## src/rtl/flash_rd_pkg.sv

```systemverilog
package flash_rd_pkg;

  // opcode values with the top bit dropped; that bit does not affect the command
  localparam logic [6:0] OPC_BUF1 = 7'h54;
  localparam logic [6:0] OPC_BUF2 = 7'h56;
  localparam logic [6:0] OPC_STAT = 7'h57;

  typedef enum logic [2:0] {
    ST_OPCODE,
    ST_FRAME,
    ST_BUF_DATA,
    ST_STAT_DATA,
    ST_IGNORE
  } rd_state_e;

  typedef enum logic [1:0] {
    CMD_BUF1,
    CMD_BUF2,
    CMD_STAT,
    CMD_NONE
  } rd_cmd_e;

  function automatic rd_cmd_e decode_opcode(input logic [7:0] op);
    rd_cmd_e c;
    case (op[6:0])
      OPC_BUF1: c = CMD_BUF1;
      OPC_BUF2: c = CMD_BUF2;
      OPC_STAT: c = CMD_STAT;
      default:  c = CMD_NONE;
    endcase
    return c;
  endfunction

endpackage

```

## src/rtl/spi_pin_sync.sv

```systemverilog
module spi_pin_sync #(
  parameter int STAGES = 2
) (
  input  logic clk,
  input  logic rst_n,
  input  logic sck,
  input  logic cs_n,
  input  logic si,
  output logic sck_rise,
  output logic sck_fall,
  output logic cs_act,
  output logic si_s
);
  // pin order inside each stage: {si, cs_n, sck}
  localparam int PIN_W = 3;
  localparam logic [PIN_W-1:0] PIN_RST = 3'b010;

  logic [STAGES-1:0][PIN_W-1:0] stage_q, stage_d;
  logic                         sck_prev_q, sck_prev_d;
  logic [PIN_W-1:0]             pins_s;

  always_comb begin
    stage_d[0] = {si, cs_n, sck};
    for (int i = 1; i < STAGES; i++) begin
      stage_d[i] = stage_q[i-1];
    end
  end

  assign pins_s     = stage_q[STAGES-1];
  assign sck_prev_d = pins_s[0];

  always_ff @(posedge clk or negedge rst_n) begin
    if (!rst_n) begin
      stage_q    <= {STAGES{PIN_RST}};
      sck_prev_q <= 1'b0;
    end else begin
      stage_q    <= stage_d;
      sck_prev_q <= sck_prev_d;
    end
  end

  assign sck_rise = pins_s[0] & ~sck_prev_q;
  assign sck_fall = ~pins_s[0] & sck_prev_q;
  assign cs_act   = ~pins_s[1];
  assign si_s     = pins_s[2];

endmodule

```

## src/rtl/rd_cmd_ctrl.sv

```systemverilog
module rd_cmd_ctrl
  import flash_rd_pkg::*;
#(
  parameter int BUF_BYTES  = 264,
  parameter int ADDR_W     = 9,
  parameter int OP_BITS    = 8,
  parameter int LEAD_DUMMY = 15,
  parameter int TAIL_DUMMY = 8,
  parameter int BYTE_W     = 8
) (
  input  logic              clk,
  input  logic              rst_n,
  input  logic              cs_act,
  input  logic              sck_rise,
  input  logic              sck_fall,
  input  logic              si_s,
  output logic              load,
  output logic              shift,
  output logic              stat_sel,
  output logic              buf_sel,
  output logic [ADDR_W-1:0] rd_addr
);
  localparam int FRAME_BITS = OP_BITS + LEAD_DUMMY + ADDR_W + TAIL_DUMMY;
  localparam int CNT_W      = $clog2(FRAME_BITS + 1);
  localparam int ADDR_LO    = OP_BITS + LEAD_DUMMY;
  localparam int ADDR_HI    = ADDR_LO + ADDR_W - 1;
  localparam int LAST_ADDR  = BUF_BYTES - 1;
  localparam int PH_W       = $clog2(BYTE_W);

  rd_state_e           state_q, state_d;
  logic [CNT_W-1:0]    cnt_q, cnt_d;
  logic [OP_BITS-1:0]  op_q, op_d;
  logic [ADDR_W-1:0]   addr_q, addr_d;
  logic [PH_W-1:0]     phase_q, phase_d;
  logic                sel_q, sel_d;

  always_comb begin
    state_d = state_q;
    cnt_d   = cnt_q;
    op_d    = op_q;
    addr_d  = addr_q;
    phase_d = phase_q;
    sel_d   = sel_q;
    load    = 1'b0;
    shift   = 1'b0;
    if (!cs_act) begin
      state_d = ST_OPCODE;
      cnt_d   = '0;
      phase_d = '0;
    end else begin
      case (state_q)
        ST_OPCODE: begin
          if (sck_rise) begin
            op_d  = {op_q[OP_BITS-2:0], si_s};
            cnt_d = cnt_q + 1'b1;
            if (cnt_q == CNT_W'(OP_BITS - 1)) begin
              case (decode_opcode(op_d))
                CMD_BUF1: begin state_d = ST_FRAME; sel_d = 1'b0; end
                CMD_BUF2: begin state_d = ST_FRAME; sel_d = 1'b1; end
                CMD_STAT: state_d = ST_STAT_DATA;
                default:  state_d = ST_IGNORE;
              endcase
            end
          end
        end
        ST_FRAME: begin
          if (sck_rise) begin
            cnt_d = cnt_q + 1'b1;
            if (cnt_q >= CNT_W'(ADDR_LO) && cnt_q <= CNT_W'(ADDR_HI)) begin
              addr_d = {addr_q[ADDR_W-2:0], si_s};
            end
            if (cnt_q == CNT_W'(FRAME_BITS - 1)) begin
              state_d = ST_BUF_DATA;
            end
          end
        end
        ST_BUF_DATA, ST_STAT_DATA: begin
          if (sck_fall) begin
            phase_d = phase_q + 1'b1;
            if (phase_q == '0) begin
              load = 1'b1;
              if (state_q == ST_BUF_DATA) begin
                addr_d = (addr_q >= ADDR_W'(LAST_ADDR)) ? '0 : addr_q + 1'b1;
              end
            end else begin
              shift = 1'b1;
            end
          end
        end
        default: ;
      endcase
    end
  end

  always_ff @(posedge clk or negedge rst_n) begin
    if (!rst_n) begin
      state_q <= ST_OPCODE;
      cnt_q   <= '0;
      op_q    <= '0;
      addr_q  <= '0;
      phase_q <= '0;
      sel_q   <= 1'b0;
    end else begin
      state_q <= state_d;
      cnt_q   <= cnt_d;
      op_q    <= op_d;
      addr_q  <= addr_d;
      phase_q <= phase_d;
      sel_q   <= sel_d;
    end
  end

  assign stat_sel = (state_q == ST_STAT_DATA);
  assign buf_sel  = sel_q;
  assign rd_addr  = addr_q;

  // data phase is entered only once the full frame has been counted
  assert_frame_length_R3: assert property (@(posedge clk) disable iff (!rst_n)
    (state_q == ST_BUF_DATA && $past(state_q) != ST_BUF_DATA) |-> (cnt_q == CNT_W'(FRAME_BITS)));

  // after any buffer byte is taken the next address lies inside the buffer
  assert_addr_wrap_R5: assert property (@(posedge clk) disable iff (!rst_n)
    (load && state_q == ST_BUF_DATA) |=> (addr_q <= ADDR_W'(LAST_ADDR)));

  // an unrecognised command stays parked while selected
  assert_ignore_sticky_R9: assert property (@(posedge clk) disable iff (!rst_n)
    (state_q == ST_IGNORE && cs_act) |=> (state_q == ST_IGNORE));

endmodule

```

## src/rtl/so_shifter.sv

```systemverilog
module so_shifter #(
  parameter int BYTE_W = 8
) (
  input  logic              clk,
  input  logic              rst_n,
  input  logic              cs_act,
  input  logic              load,
  input  logic              shift,
  input  logic [BYTE_W-1:0] din,
  output logic              so_bit,
  output logic              so_en
);
  logic [BYTE_W-1:0] sr_q, sr_d;
  logic              en_q, en_d;

  always_comb begin
    sr_d = sr_q;
    if (load) begin
      sr_d = din;
    end else if (shift) begin
      sr_d = {sr_q[BYTE_W-2:0], 1'b0};
    end
    en_d = en_q;
    if (!cs_act) begin
      en_d = 1'b0;
    end else if (load) begin
      en_d = 1'b1;
    end
  end

  always_ff @(posedge clk or negedge rst_n) begin
    if (!rst_n) begin
      sr_q <= '0;
      en_q <= 1'b0;
    end else begin
      sr_q <= sr_d;
      en_q <= en_d;
    end
  end

  assign so_bit = sr_q[BYTE_W-1];
  assign so_en  = en_q;

  // the first bit driven after a load is the top bit of the loaded byte
  assert_msb_first_R4: assert property (@(posedge clk) disable iff (!rst_n)
    load |=> (so_bit == $past(din[BYTE_W-1])));

endmodule

```

## src/rtl/spi_flash_reader.sv

```systemverilog
module spi_flash_reader
  import flash_rd_pkg::*;
#(
  parameter int BUF_BYTES   = 264,
  parameter int ADDR_W      = 9,
  parameter int STAT_W      = 5,
  parameter int SYNC_STAGES = 2
) (
  input  logic              clk,
  input  logic              rst_n,
  input  logic              sck,
  input  logic              cs_n,
  input  logic              si,
  output logic              so,
  output logic              so_oe,
  output logic [ADDR_W-1:0] buf1_addr,
  output logic              buf1_rd,
  input  logic [7:0]        buf1_data,
  output logic [ADDR_W-1:0] buf2_addr,
  output logic              buf2_rd,
  input  logic [7:0]        buf2_data,
  input  logic [STAT_W-1:0] status_in
);
  localparam int BYTE_W = 8;
  localparam int PAD_W  = BYTE_W - STAT_W;

  logic [1:0]        rst_sync_q;
  logic              rst_n_i;
  logic              sck_rise, sck_fall, cs_act, si_s;
  logic              load, shift, stat_sel, buf_sel;
  logic [ADDR_W-1:0] rd_addr;
  logic [BYTE_W-1:0] load_byte;

  // reset: asserted at once, released on the clock
  always_ff @(posedge clk or negedge rst_n) begin
    if (!rst_n) begin
      rst_sync_q <= 2'b00;
    end else begin
      rst_sync_q <= {rst_sync_q[0], 1'b1};
    end
  end
  assign rst_n_i = rst_sync_q[1];

  spi_pin_sync #(.STAGES(SYNC_STAGES)) u_sync (
    .clk      (clk),
    .rst_n    (rst_n_i),
    .sck      (sck),
    .cs_n     (cs_n),
    .si       (si),
    .sck_rise (sck_rise),
    .sck_fall (sck_fall),
    .cs_act   (cs_act),
    .si_s     (si_s)
  );

  rd_cmd_ctrl #(
    .BUF_BYTES (BUF_BYTES),
    .ADDR_W    (ADDR_W),
    .BYTE_W    (BYTE_W)
  ) u_ctrl (
    .clk      (clk),
    .rst_n    (rst_n_i),
    .cs_act   (cs_act),
    .sck_rise (sck_rise),
    .sck_fall (sck_fall),
    .si_s     (si_s),
    .load     (load),
    .shift    (shift),
    .stat_sel (stat_sel),
    .buf_sel  (buf_sel),
    .rd_addr  (rd_addr)
  );

  // byte source: live status padded with zeros, or the selected buffer
  always_comb begin
    if (stat_sel) begin
      load_byte = {status_in, {PAD_W{1'b0}}};
    end else if (buf_sel) begin
      load_byte = buf2_data;
    end else begin
      load_byte = buf1_data;
    end
  end

  so_shifter #(.BYTE_W(BYTE_W)) u_out (
    .clk    (clk),
    .rst_n  (rst_n_i),
    .cs_act (cs_act),
    .load   (load),
    .shift  (shift),
    .din    (load_byte),
    .so_bit (so),
    .so_en  (so_oe)
  );

  assign buf1_addr = rd_addr;
  assign buf2_addr = rd_addr;
  assign buf1_rd   = load & ~stat_sel & ~buf_sel;
  assign buf2_rd   = load & ~stat_sel & buf_sel;

  // deselect always releases the pad
  assert_release_on_deselect_R8: assert property (@(posedge clk) disable iff (!rst_n_i)
    !cs_act |=> !so_oe);

  // never both buffers at once
  assert_single_buffer_R2: assert property (@(posedge clk) disable iff (!rst_n_i)
    $onehot0({buf1_rd, buf2_rd}));

  // driven SO only moves right after a falling SCK edge
  assert_so_moves_on_fall_R11: assert property (@(posedge clk) disable iff (!rst_n_i)
    (so_oe && $past(so_oe) && (so != $past(so))) |-> $past(sck_fall));

  // a status byte starts with the top live status bit
  assert_status_msb_R6: assert property (@(posedge clk) disable iff (!rst_n_i)
    (load && stat_sel) |=> (so == $past(status_in[STAT_W-1])));

endmodule

```

## config.mk

```make
export PLATFORM = sky130hd
export DESIGN_NAME = spi_flash_reader
export DESIGN_NICKNAME = d
export VERILOG_FILES = /design/src/rtl/flash_rd_pkg.sv /design/src/rtl/spi_pin_sync.sv /design/src/rtl/rd_cmd_ctrl.sv /design/src/rtl/so_shifter.sv /design/src/rtl/spi_flash_reader.sv
export SDC_FILE = /design/constraint.sdc
export NUM_CORES = 1
export LEC_CHECK = 0
export BUFFER_PORTS_ARGS = -buffer_cell sky130_fd_sc_hd__buf_2
export CAP_MARGIN = 20
export CORE_ASPECT_RATIO = 1.1
export CORE_UTILIZATION = 55
export CTS_CLUSTER_SIZE = 14
export DETAILED_ROUTE_END_ITERATION = 12
export GPL_TIMING_DRIVEN = 1
export HOLD_SLACK_MARGIN = 0.06
export PLACE_DENSITY_LB_ADDON = 0.12
export SYNTH_ARGS = -nofsm -noshare
export SYNTH_HDL_FRONTEND = slang
export SYNTH_SLANG_ARGS = --single-unit
```

## constraint.sdc

```tcl
create_clock -name clk -period 1.9 [get_ports clk]
set_input_delay 0.38 -clock clk [delete_from_list [all_inputs] [get_ports clk]]
set_output_delay 0.38 -clock clk [all_outputs]
set_load 0.02 [all_outputs]
```

==> results of run 1 <==
logic make-up (layout without fill, tap and decap cells):
kind of cell    count (synthesis)  in the layout  synth area share (%)
simple gates                  100            100                 21.73
compound gates                 49             49                 13.83
flops                          46             46                 46.38
buf+inv                        28             96                 5.583
mux                            16             16                 6.992
xor+xnor                        8              8                 2.817
fa+ha+maj                       5              5                 2.515
other cells                     1              1                0.1508
worst max-delay path, delay by kind of cell (launching register included):
kind | cells | cell delay, ns
muxes | 1 | 0.31
AOI/OAI and AO/OA | 1 | 0.17
DFF | 1 | 0.39
and+or+nand+nor | 2 | 1.05
sequential cells by signal (all words and copies together), names as in the netlist:
name	count
u_out.so_en	1
u_ctrl.op_q	6
u_ctrl.phase_q	3
u_ctrl.cnt_q	6
rst_sync_q	2
u_ctrl.state_q	3
u_sync.stage_d	3
u_ctrl.rd_addr	9
u_sync.sck_prev_q	1
u_ctrl.buf_sel	1
u_out.sr_q	8
u_sync.pins_s	3
path summary, 6_finish.rpt:
path                                   start           endpoint  slack [ns]  cells after the start
setup / recovery           u_sync.sck_prev_q  u_ctrl.rd_addr[0]       -0.12                      4
hold / removal                          cs_n  u_sync.stage_d[4]        0.17                      1
setup reg to reg           u_sync.sck_prev_q  u_ctrl.rd_addr[0]       -0.12                      4
hold reg to reg                rst_sync_q[1]      u_out.sr_q[0]        0.33                      0
max in group asynchronous      rst_sync_q[1]  u_ctrl.rd_addr[5]        0.98                      1
min in group asynchronous      rst_sync_q[1]      u_out.sr_q[0]        0.33                      0
placed cells by master (no fill, tap or decap), types with 2 or more instances in the layout:
master,n
buf_2,45
dfrtp_1,43
buf_4,33
nor2_1,26
nand2_1,24
mux2_2,9
a31oi_1,8
a21oi_1,7
nor3_1,7
o21ai_0,7
o221ai_1,7
a211o_1,6
nand4_1,5
xor2_1,5
nand3_1,5
mux2i_1,5
clkbuf_8,5
inv_1,4
nand4b_1,4
ha_1,4
xnor2_1,3
and3_1,3
nand2b_1,3
a22oi_1,3
buf_6,3
inv_2,2
or3_1,2
o2111ai_1,2
a211oi_1,2
and2_1,2
inv_6,2
dfstp_2,2
power breakdown:
part           total (mW)  switching (mW)  internal, mW  leakage (nW)
Combinational       0.148          0.0522        0.0957         0.824
Sequential           1.10          0.0573          1.04         0.566
Clock               0.608           0.342         0.266        0.0489
routing by layer:
layer / global-route usage [%] / share of wire (%) / wire length, um
met5: 0 / 0 / 0
met2: 42.86 / 53 / 2827
met4: 11.35 / 1.7 / 92
met3: 4.245 / 3.1 / 167
met1: 29.80 / 43 / 2291
per-stage QoR:
stage	power [mW]	worst slack [ns]	util, %	setup TNS, ns	hold WS (ns)
floorplan	1.192	-0.1596	-	-0.1596	0.08441
global placement	1.257	-0.09115	67.65	-0.5892	0.1647
detailed placement	1.266	-0.1277	67.65	-0.9219	0.1724
CTS	1.877	-0.1201	71.86	-0.8365	0.1594
global route	1.944	-0.1847	72.09	-1.531	0.1482
finish	1.856	-0.1229	72.09	-0.9243	0.1705
cell type report:
type | instances | share of cell area, %
clock buffer | 5 | 2.212
clock inverter | 3 | 0.7238
inverter | 6 | 0.7238
multi-input combinational | 179 | 40.45
sequential | 46 | 37.11
tap | 54 | 2.171
timing repair buffer | 82 | 16.61
timing repair:
item / CTS / global route
buffers inserted: 3 / 0
hold endpoints to repair: 2 / 0
pin swaps: 2 / 2
gates cloned: 0 / 0
resized for setup: 15 / 2
endpoints found under the setup margin: 10 / 13
hold buffers: 1 / 0
==> run_results.csv, run 1 <==
group,metric,value,unit
status,status,"finished with violations",
status,violations,"setup timing",
pwr,leakagePower,1.439,nW
clock_tree,cts_buffer_depth,2,
layout,register_area,1155,um2
global_route,grt_usage,24.75,%
synth,yosysUniqueCellTypes,49,
pwr,power_density,596.4,nW/um2
worst_hold_path,hold_path.class,"input pin to flip-flop",
synth,netlist_area,2487,um2
global_route,grt_pass1_vias,2127,
synth,yosysWarnings,0,
route,viasPerCell,5.675,
setup_path,critPathSlowestCell,"or4b_4",
layout,syn2layout_area_growth,25.10,%
layout,nets,351,
clock_tree,cts_root_buf,"clkbuf_8",
synth,synth_edf_count,0,
place,place_congestion,0.8490,
setup_path,worstPathMaxFanout,2,
global_route,grt_overflow,0,
clock_tree,cts_tree,"yes",
synth,yosysSeqAreaShare,46.38,%
place,dpl_cell_area,2920,um2
pwr,ir_worst_vdd,0.6145,mV
synth,synth_commonest_cells,"dfrtp_1, nor2_1, nand2_1, clkbuf_1",
timing,setup_violations,9,
clock_tree,path_clk_slew,0.09,ns
layout,diodes,0,
route,first_iter_violations,205,
timing,slew_violations,0,
die,initial_core_util,57.62,%
clock_tree,numCtsBuffers,5,
global_route,grt_pass1_wl,9.025,mm
clock_tree,clock_latency,0.30,ns
synth,yosysTopAreaCell,"dfrtp_1",
route,wire_per_inst,14.34,um
setup_path,required,2.09,ns
timing,fin_crit,2.023,ns
die,rows,25,
route,routed_wl,5.378,mm
setup_path,criticalPathCategory,"flip-flop to flip-flop",
synth,synthFlopType,"dfrtp_1",
timing,rsz0062_at_grt,"yes",
route,drcViolationCount,0,
die,die_x,66.12,um
die,die_area,4796,um2
global_route,antenna_found_initial,0,
synth,synth_top_area_share,44.27,%
timing,fin_skew,0.005592,ns
place,numPortBuffers,47,
setup_path,crit_chain,"or4b_4 > or4_4 > o21ai_2 > mux2_4",
synth,synth_seq_cells,46,
synth,netlist_instances,253,
die,core_area,4317,um2
global_route,grt_max_degree,36,
timing,worstMarginPinSlew,0.7124,ns
route,drtAntennaViolNets,0,
place,dp_cells,363,
setup_path,cp-end-kind,"flip-flop",
synth,avgSynthCellArea,9.832,um2
timing,fin_crit_sh,106.5,%
setup_path,cp.arrival,2.21,ns
synth,ys_top_cells_by_area,"dfrtp_1, mux2_2, nor2_1",
place,hpwl,3.930,mm
synth,async_reset_ff_share,100.0,%
layout,fill_cells,335,
die,die_h,72.53,um
timing,fin_ws,-0.1229,ns
clock_tree,htree_levels,2,
route,via_count,2128,
layout,design_area,3112,um2
clock_tree,cts_sinks,46,
timing,hold_viol,0,
timing,relSlewSlack,52.51,%
layout,drive_gt1_share,37.38,%
flow_run,drv_cap,0,
die,io_pins,48,
layout,final_cells,375,
synth,mappedNetlistNets,284,
layout,multi_input_area,1259,um2
synth,synth.most_common_cell,"dfrtp_1",
setup_path,cp_slowest_stage_delay,0.54,ns
timing,max_freq,494.3,MHz
setup_path,critPathLaunchType,"flip-flop",
route,first_pass_iters,4,
Note: power is estimated with default switching activity, not from simulation.
==> inputs of run 2 (changes only) <==
- GPL_ROUTABILITY_DRIVEN: unset -> 1
- PLACE_DENSITY: unset -> 0.91
- PLACE_DENSITY_LB_ADDON: 0.12 -> unset
==> run 2 against run 1 <==
The flow still finishes with violations (setup timing). Wire length grew 29%. Sequential share of layout area shrank 2.0 points. Via count grew 12%. Sequential cell count is the same. Register-to-register slack lost 0.08 ns. Clock power grew 18%. Critical path type unchanged. Design area grew 5.8%. Cell count grew 2.4%. Fmax shrank 4.0%.
==> run_results.csv, run 2 (synthesis gave the netlist of run 1 again) <==
group,metric,value,unit
status,violations,"setup timing",
timing,fin_skew,0.007355,ns
die,rows,25,
pwr,internal_power,1.535,mW
setup_path,cp_slowest_stage_delay,0.56,ns
setup_path,crit_chain,"or4b_4 > or4_4 > o21ai_2 > mux2_4",
pwr,p_seq_share,55.6,%
global_route,antenna_found_initial,0,
pwr,p_sw_share,22.44,%
clock_tree,cts_buffer_depth,2,
timing,fin_crit_sh,110.9,%
status,status,"finished with violations",
timing,fin_ws,-0.2073,ns
layout,layout_commonest_cell,"buf_2",
layout,register_area,1155,um2
place,hpwl,4.248,mm
die,die_h,72.53,um
clock_tree,cts_root_buf,"clkbuf_8",
setup_path,critPathLaunchType,"flip-flop",
global_route,grt_overflow,0,
pwr,p_switching,444.3,uW
timing,hold_viol,0,
route,routed_wl,6.951,mm
worst_hold_path,hold_path.class,"input pin to flip-flop",
die,io_pins,48,
place,numPortBuffers,47,
flow_run,drv_cap,0,
timing,max_freq,474.5,MHz
place,dp_cells,360,
clock_tree,htree_levels,2,
timing,setup_tns,-1.865,ns
timing,worstMarginPinSlew,0.5714,ns
layout,largest_register_ffs,9,
timing,rsz0062_at_grt,"yes",
die,die_area,4796,um2
setup_path,worstPathMaxFanout,2,
layout,diodes,0,
timing,relSlewSlack,61.91,%
layout,final_cell_mix,"buf_2, dfrtp_1, buf_4",
timing,fin_crit,2.107,ns
route,via_count,2390,
layout,utilization,76.23,%
pwr,leakagePower,1.502,nW
place,pre_cts_slack,-0.1776,ns
setup_path,criticalPathCategory,"flip-flop to flip-flop",
pwr,combPwrFrac,8.1,%
pwr,total_power,1.980,mW
layout,drive_gt1_share,40.61,%
timing,slew_violations,0,
route,first_iter_violations,226,
global_route,grt_pass1_vias,2250,
route,first_pass_iters,4,
pwr,ir_worst_vdd,0.6108,mV
clock_tree,clock_latency,0.31,ns
clock_tree,cts_tree,"yes",
timing,setup_violations,11,
layout,fill_cells,259,
die,core_area,4317,um2
setup_path,cp-end-kind,"flip-flop",
setup_path,required,2.09,ns
route,wire_per_inst,18.10,um
clock_tree,numCtsBuffers,5,
route,drtAntennaViolNets,0,
layout,multi_input_area,1319,um2
global_route,grt_max_degree,24,
layout,syn2layout_area_growth,32.29,%
global_route,grt_pass1_wl,10.51,mm
route,drcViolationCount,0,
die,die_x,66.12,um
global_route,grt_usage,29.24,%
setup_path,crit_buf_inv,0,
route,viasPerCell,6.224,
setup_path,path_delay_family,"simple AND/OR/NAND/NOR gates",
die,initial_core_util,57.62,%
layout,nets,360,
pwr,power_density,601.6,nW/um2
layout,final_cells,384,
pwr,p_clk_share,36.4,%
setup_path,critPathSlowestCell,"or4b_4",
clock_tree,path_clk_slew,0.08,ns
clock_tree,cts_sinks,46,
place,place_congestion,0.8769,
setup_path,cp.arrival,2.30,ns
run 2: final timing paths:
kind,start,endpoint,slack (ns),cells past startpoint
worst max-delay path,u_ctrl.state_q[2],u_ctrl.rd_addr[0],-0.21,4
worst min-delay path,cs_n,u_sync.stage_d[4],0.16,1
worst max register to register,u_ctrl.state_q[2],u_ctrl.rd_addr[0],-0.21,4
worst min register to register,rst_sync_q[1],u_out.sr_q[1],0.25,0
max in group asynchronous,rst_sync_q[1],u_sync.pins_s[1],1.07,1
min in group asynchronous,rst_sync_q[1],u_out.sr_q[1],0.25,0
run 2: what timing repair did:
| action | CTS | global route |
|---|---|---|
| gates resized for setup | 26 | 4 |
| endpoints found under the hold margin | 2 | 0 |
| buffers inserted | 9 | 7 |
| pin swaps | 6 | 8 |
| setup endpoints to repair | 16 | 18 |
| hold buffers | 1 | 0 |
run 2: stage by stage:
step | hold WS, ns | area [um2]
after global placement | 0.1665 | 2910
after global routing | 0.1614 | 3291
after CTS | 0.1664 | 3226
after detailed placement | 0.1709 | 2910
after floorplan | 0.08441 | 2500
final | 0.1647 | 3291
run 2: power by group through the flow:
stage	registers (mW)	logic (mW)	clock network, mW
floorplan	1.11	0.0865	0
global placement	1.11	0.143	0
detailed placement	1.12	0.151	0
CTS	1.10	0.159	0.719
global route	1.11	0.174	0.753
finish	1.10	0.160	0.720
run 2: per-layer routing:
layer / share of wire [%] / vias up / GRT usage [%]
li1: - / 1061 / -
met1: 37 / 1161 / 31.91
met2: 52 / 124 / 50.91
met3: 5.5 / 44 / 7.075
met4: 5.4 / 0 / 17.26
met5: 0 / - / 0
run 2: cell type report:
cell class,instances,share of cell area [%]
sequential,46,35.10
multi-input combinational,179,40.08
clock buffer,7,2.319
timing repair buffer,91,18.86
tap,54,2.053
inverter,6,0.6844
clock inverter,1,0.9125
==> inputs of run 3 (changes only) <==
- SYNTH_HIERARCHICAL: unset -> 1
==> run 3 against run 2 <==
The flow still finishes with violations (setup timing). Sequential cell count is the same. Clock-buffer cell count shrank 2. Critical path depth grew 1. Critical path type is now flip-flop to primary output. Critical endpoint is now buf1_rd. Highest routed layer unchanged.
==> run_results.csv, run 3 <==
group,metric,value,unit
setup_path,criticalPathCategory,"flip-flop to primary output",
place,numPortBuffers,47,
route,first_pass_iters,4,
synth,synth_commonest_cells,"dfrtp_1, nand2_1, mux2i_1, o21ai_0",
synth,ys_top_cells_by_area,"dfrtp_1, mux2i_1, nand2_1",
synth,yosysUniqueCellTypes,57,
clock_tree,cts_buffer_depth,2,
pwr,ir_worst_vdd,0.4493,mV
clock_tree,htree_levels,2,
timing,fin_crit_sh,110.2,%
worst_hold_path,hold_path.class,"input pin to flip-flop",
timing,setup_violations,2,
global_route,use_met2,43.33,%
synth,yosysTopAreaCell,"dfrtp_1",
synth,async_reset_ff_share,100.0,%
timing,max_freq,477.7,MHz
global_route,grt_overflow,0,
synth,synth.most_common_cell,"dfrtp_1",
route,viasPerCell,5.902,
synth,netlist_area,2572,um2
timing,rsz0062_at_grt,"yes",
layout,final_cell_mix,"buf_2, dfrtp_1, nand2_1",
layout,diodes,0,
route,first_iter_violations,271,
layout,syn2layout_area_growth,20.82,%
die,die_h,73.73,um
place,dpl_cell_area,2900,um2
global_route,grt_pass1_wl,9.163,mm
layout,largest_register_ffs,9,
global_route,antenna_found_initial,0,
setup_path,r2r_start,"u_ctrl/cnt_q[0]",
layout,design_area,3108,um2
pwr,power_density,646.0,nW/um2
synth,synth_top_area_share,42.80,%
die,io_pins,48,
timing,slew_violations,0,
synth,synth_seq_cells,46,
synth,netlist_instances,256,
die,rows,25,
route,wire_per_inst,16.58,um
layout,utilization,70.97,%
global_route,use_met3,7.453,%
synth,synth_edf_count,0,
route,drtAntennaViolNets,0,
pwr,leakagePower,1.407,nW
setup_path,setup.worst_path.start,"u_ctrl/phase_q[0]",
timing,hold_viol,0,
timing,relSlewSlack,57.70,%
global_route,use_met1,27.03,%
synth,mappedNetlistNets,287,
status,status,"finished with violations",
place,hpwl,3.662,mm
setup_path,required,1.52,ns
global_route,grt_pass1_vias,2077,
route,drcViolationCount,0,
synth,synthFlopType,"dfrtp_1",
place,place_congestion,0.8714,
die,core_area,4379,um2
flow_run,drv_cap,0,
synth,avgSynthCellArea,10.05,um2
timing,fin_crit,2.093,ns
setup_path,cp-end-kind,"primary output",
synth,yosysSeqAreaShare,44.84,%
setup_path,cp.arrival,1.71,ns
clock_tree,numCtsBuffers,5,
synth,yosysWarnings,6,
timing,fin_ws,-0.1933,ns
global_route,grt_busiest_layer,"met2",
layout,nets,345,
clock_tree,clock_latency,0.30,ns
global_route,grt_usage,24.95,%
layout,drive_gt1_share,34.60,%
route,via_count,2178,
die,initial_core_util,58.74,%
clock_tree,cts_tree,"yes",
timing,fin_skew,0.009125,ns
route,routed_wl,6.118,mm
place,pre_cts_slack,0.06007,ns
setup_path,critPathLaunchType,"flip-flop",
die,die_x,67.21,um
clock_tree,path_clk_slew,0.08,ns
timing,worstMarginPinSlew,0.6345,ns
die,die_area,4955,um2
clock_tree,cts_sinks,46,
global_route,grt_max_degree,31,
setup_path,worstPathMaxFanout,4,
status,violations,"setup timing",
clock_tree,cts_root_buf,"clkbuf_8",
worst_hold_path,worstHoldStart,"cs_n",
layout,layout_commonest_cell,"buf_2",
[run 3: cell count changes in the layout (fill, tap and decap cells not counted), moves of 6 or more]
cell	before	now
o21ai_1	0	12
nor2_1	26	9
a211o_1	6	0
a31oi_1	8	2
buf_4	37	23
o221ai_2	7	0
mux2i_1	5	16
[run 3: metrics by stage]
step / hold slack [ns] / TNS (ns) / power, mW / std cells
2_1_floorplan: 0.08441 / 0 / 1.223 / 256
3_3_place_gp: 0.1662 / 0 / 1.284 / 356
3_5_place_dp: 0.1688 / 0 / 1.299 / 356
4_1_cts: 0.1615 / -0.1637 / 2.019 / 368
5_1_grt: 0.1519 / -0.6252 / 2.095 / 369
6_report: 0.1719 / -0.3483 / 2.008 / 369
[run 3: cells by family (layout without fill, tap and decap cells)]
logic type | after synthesis | after routing | share of synthesized area [%]
flops | 46 | 46 | 44.84
buf+inv | 30 | 89 | 7.198
mux | 23 | 23 | 9.290
simple gates | 89 | 89 | 20.14
xor+xnor | 8 | 8 | 2.724
fa+ha+maj | 5 | 5 | 2.432
other cells | 1 | 1 | 0.1458
compound gates | 54 | 54 | 13.23
[run 3: cell type report]
type	instances	area (um2)
repair buffers	72	441.7
clock inverters	3	40.04
clock buffers	5	68.82
inverters	9	33.78
fillers	313	1271
well taps	54	67.56
multi-input cells	180	1301
flip-flops and latches	46	1155
[run 3: report_power, final]
group	switching [mW]	total, mW	internal (mW)
registers	0.0622	1.11	1.05
clock network	0.329	0.716	0.387
logic	0.0793	0.182	0.103
total	0.471	2.01	1.54
[run 3: timing repair]
action,in CTS,in global routing
setup buffers,3,1
pin swaps,1,1
hold endpoints to repair,2,0
gates cloned,0,0
setup endpoints to repair,2,7
gates resized for setup,9,7
hold buffers,1,0
[run 3: critical path, cell delays in order (launching register included)]
cell	delay, ns
dfrtp_1	0.42
inv_1	0.07
ha_2	0.23
nor3b_4	0.31
nor3b_4	0.24
buf_6	0.14
[run 3: worst paths after layout]
kind,cells after the start,end,slack (ns)
max,5,buf1_rd,-0.19
min,1,u_sync/stage_d[4],0.17
max reg2reg,7,u_ctrl/rd_addr[2],0.03
min reg2reg,0,u_out/sr_q[0],0.29
max in group asynchronous,1,u_ctrl/state_q[1],1.03
min in group asynchronous,0,u_out/sr_q[0],0.29
[run 3: layer usage]
metal	vias up	routed length, um	part of all wire (%)
li1	1006	-	-
met1	1046	2291	37
met2	99	3157	52
met3	27	382	6.2
met4	0	286	4.7
met5	-	0	0
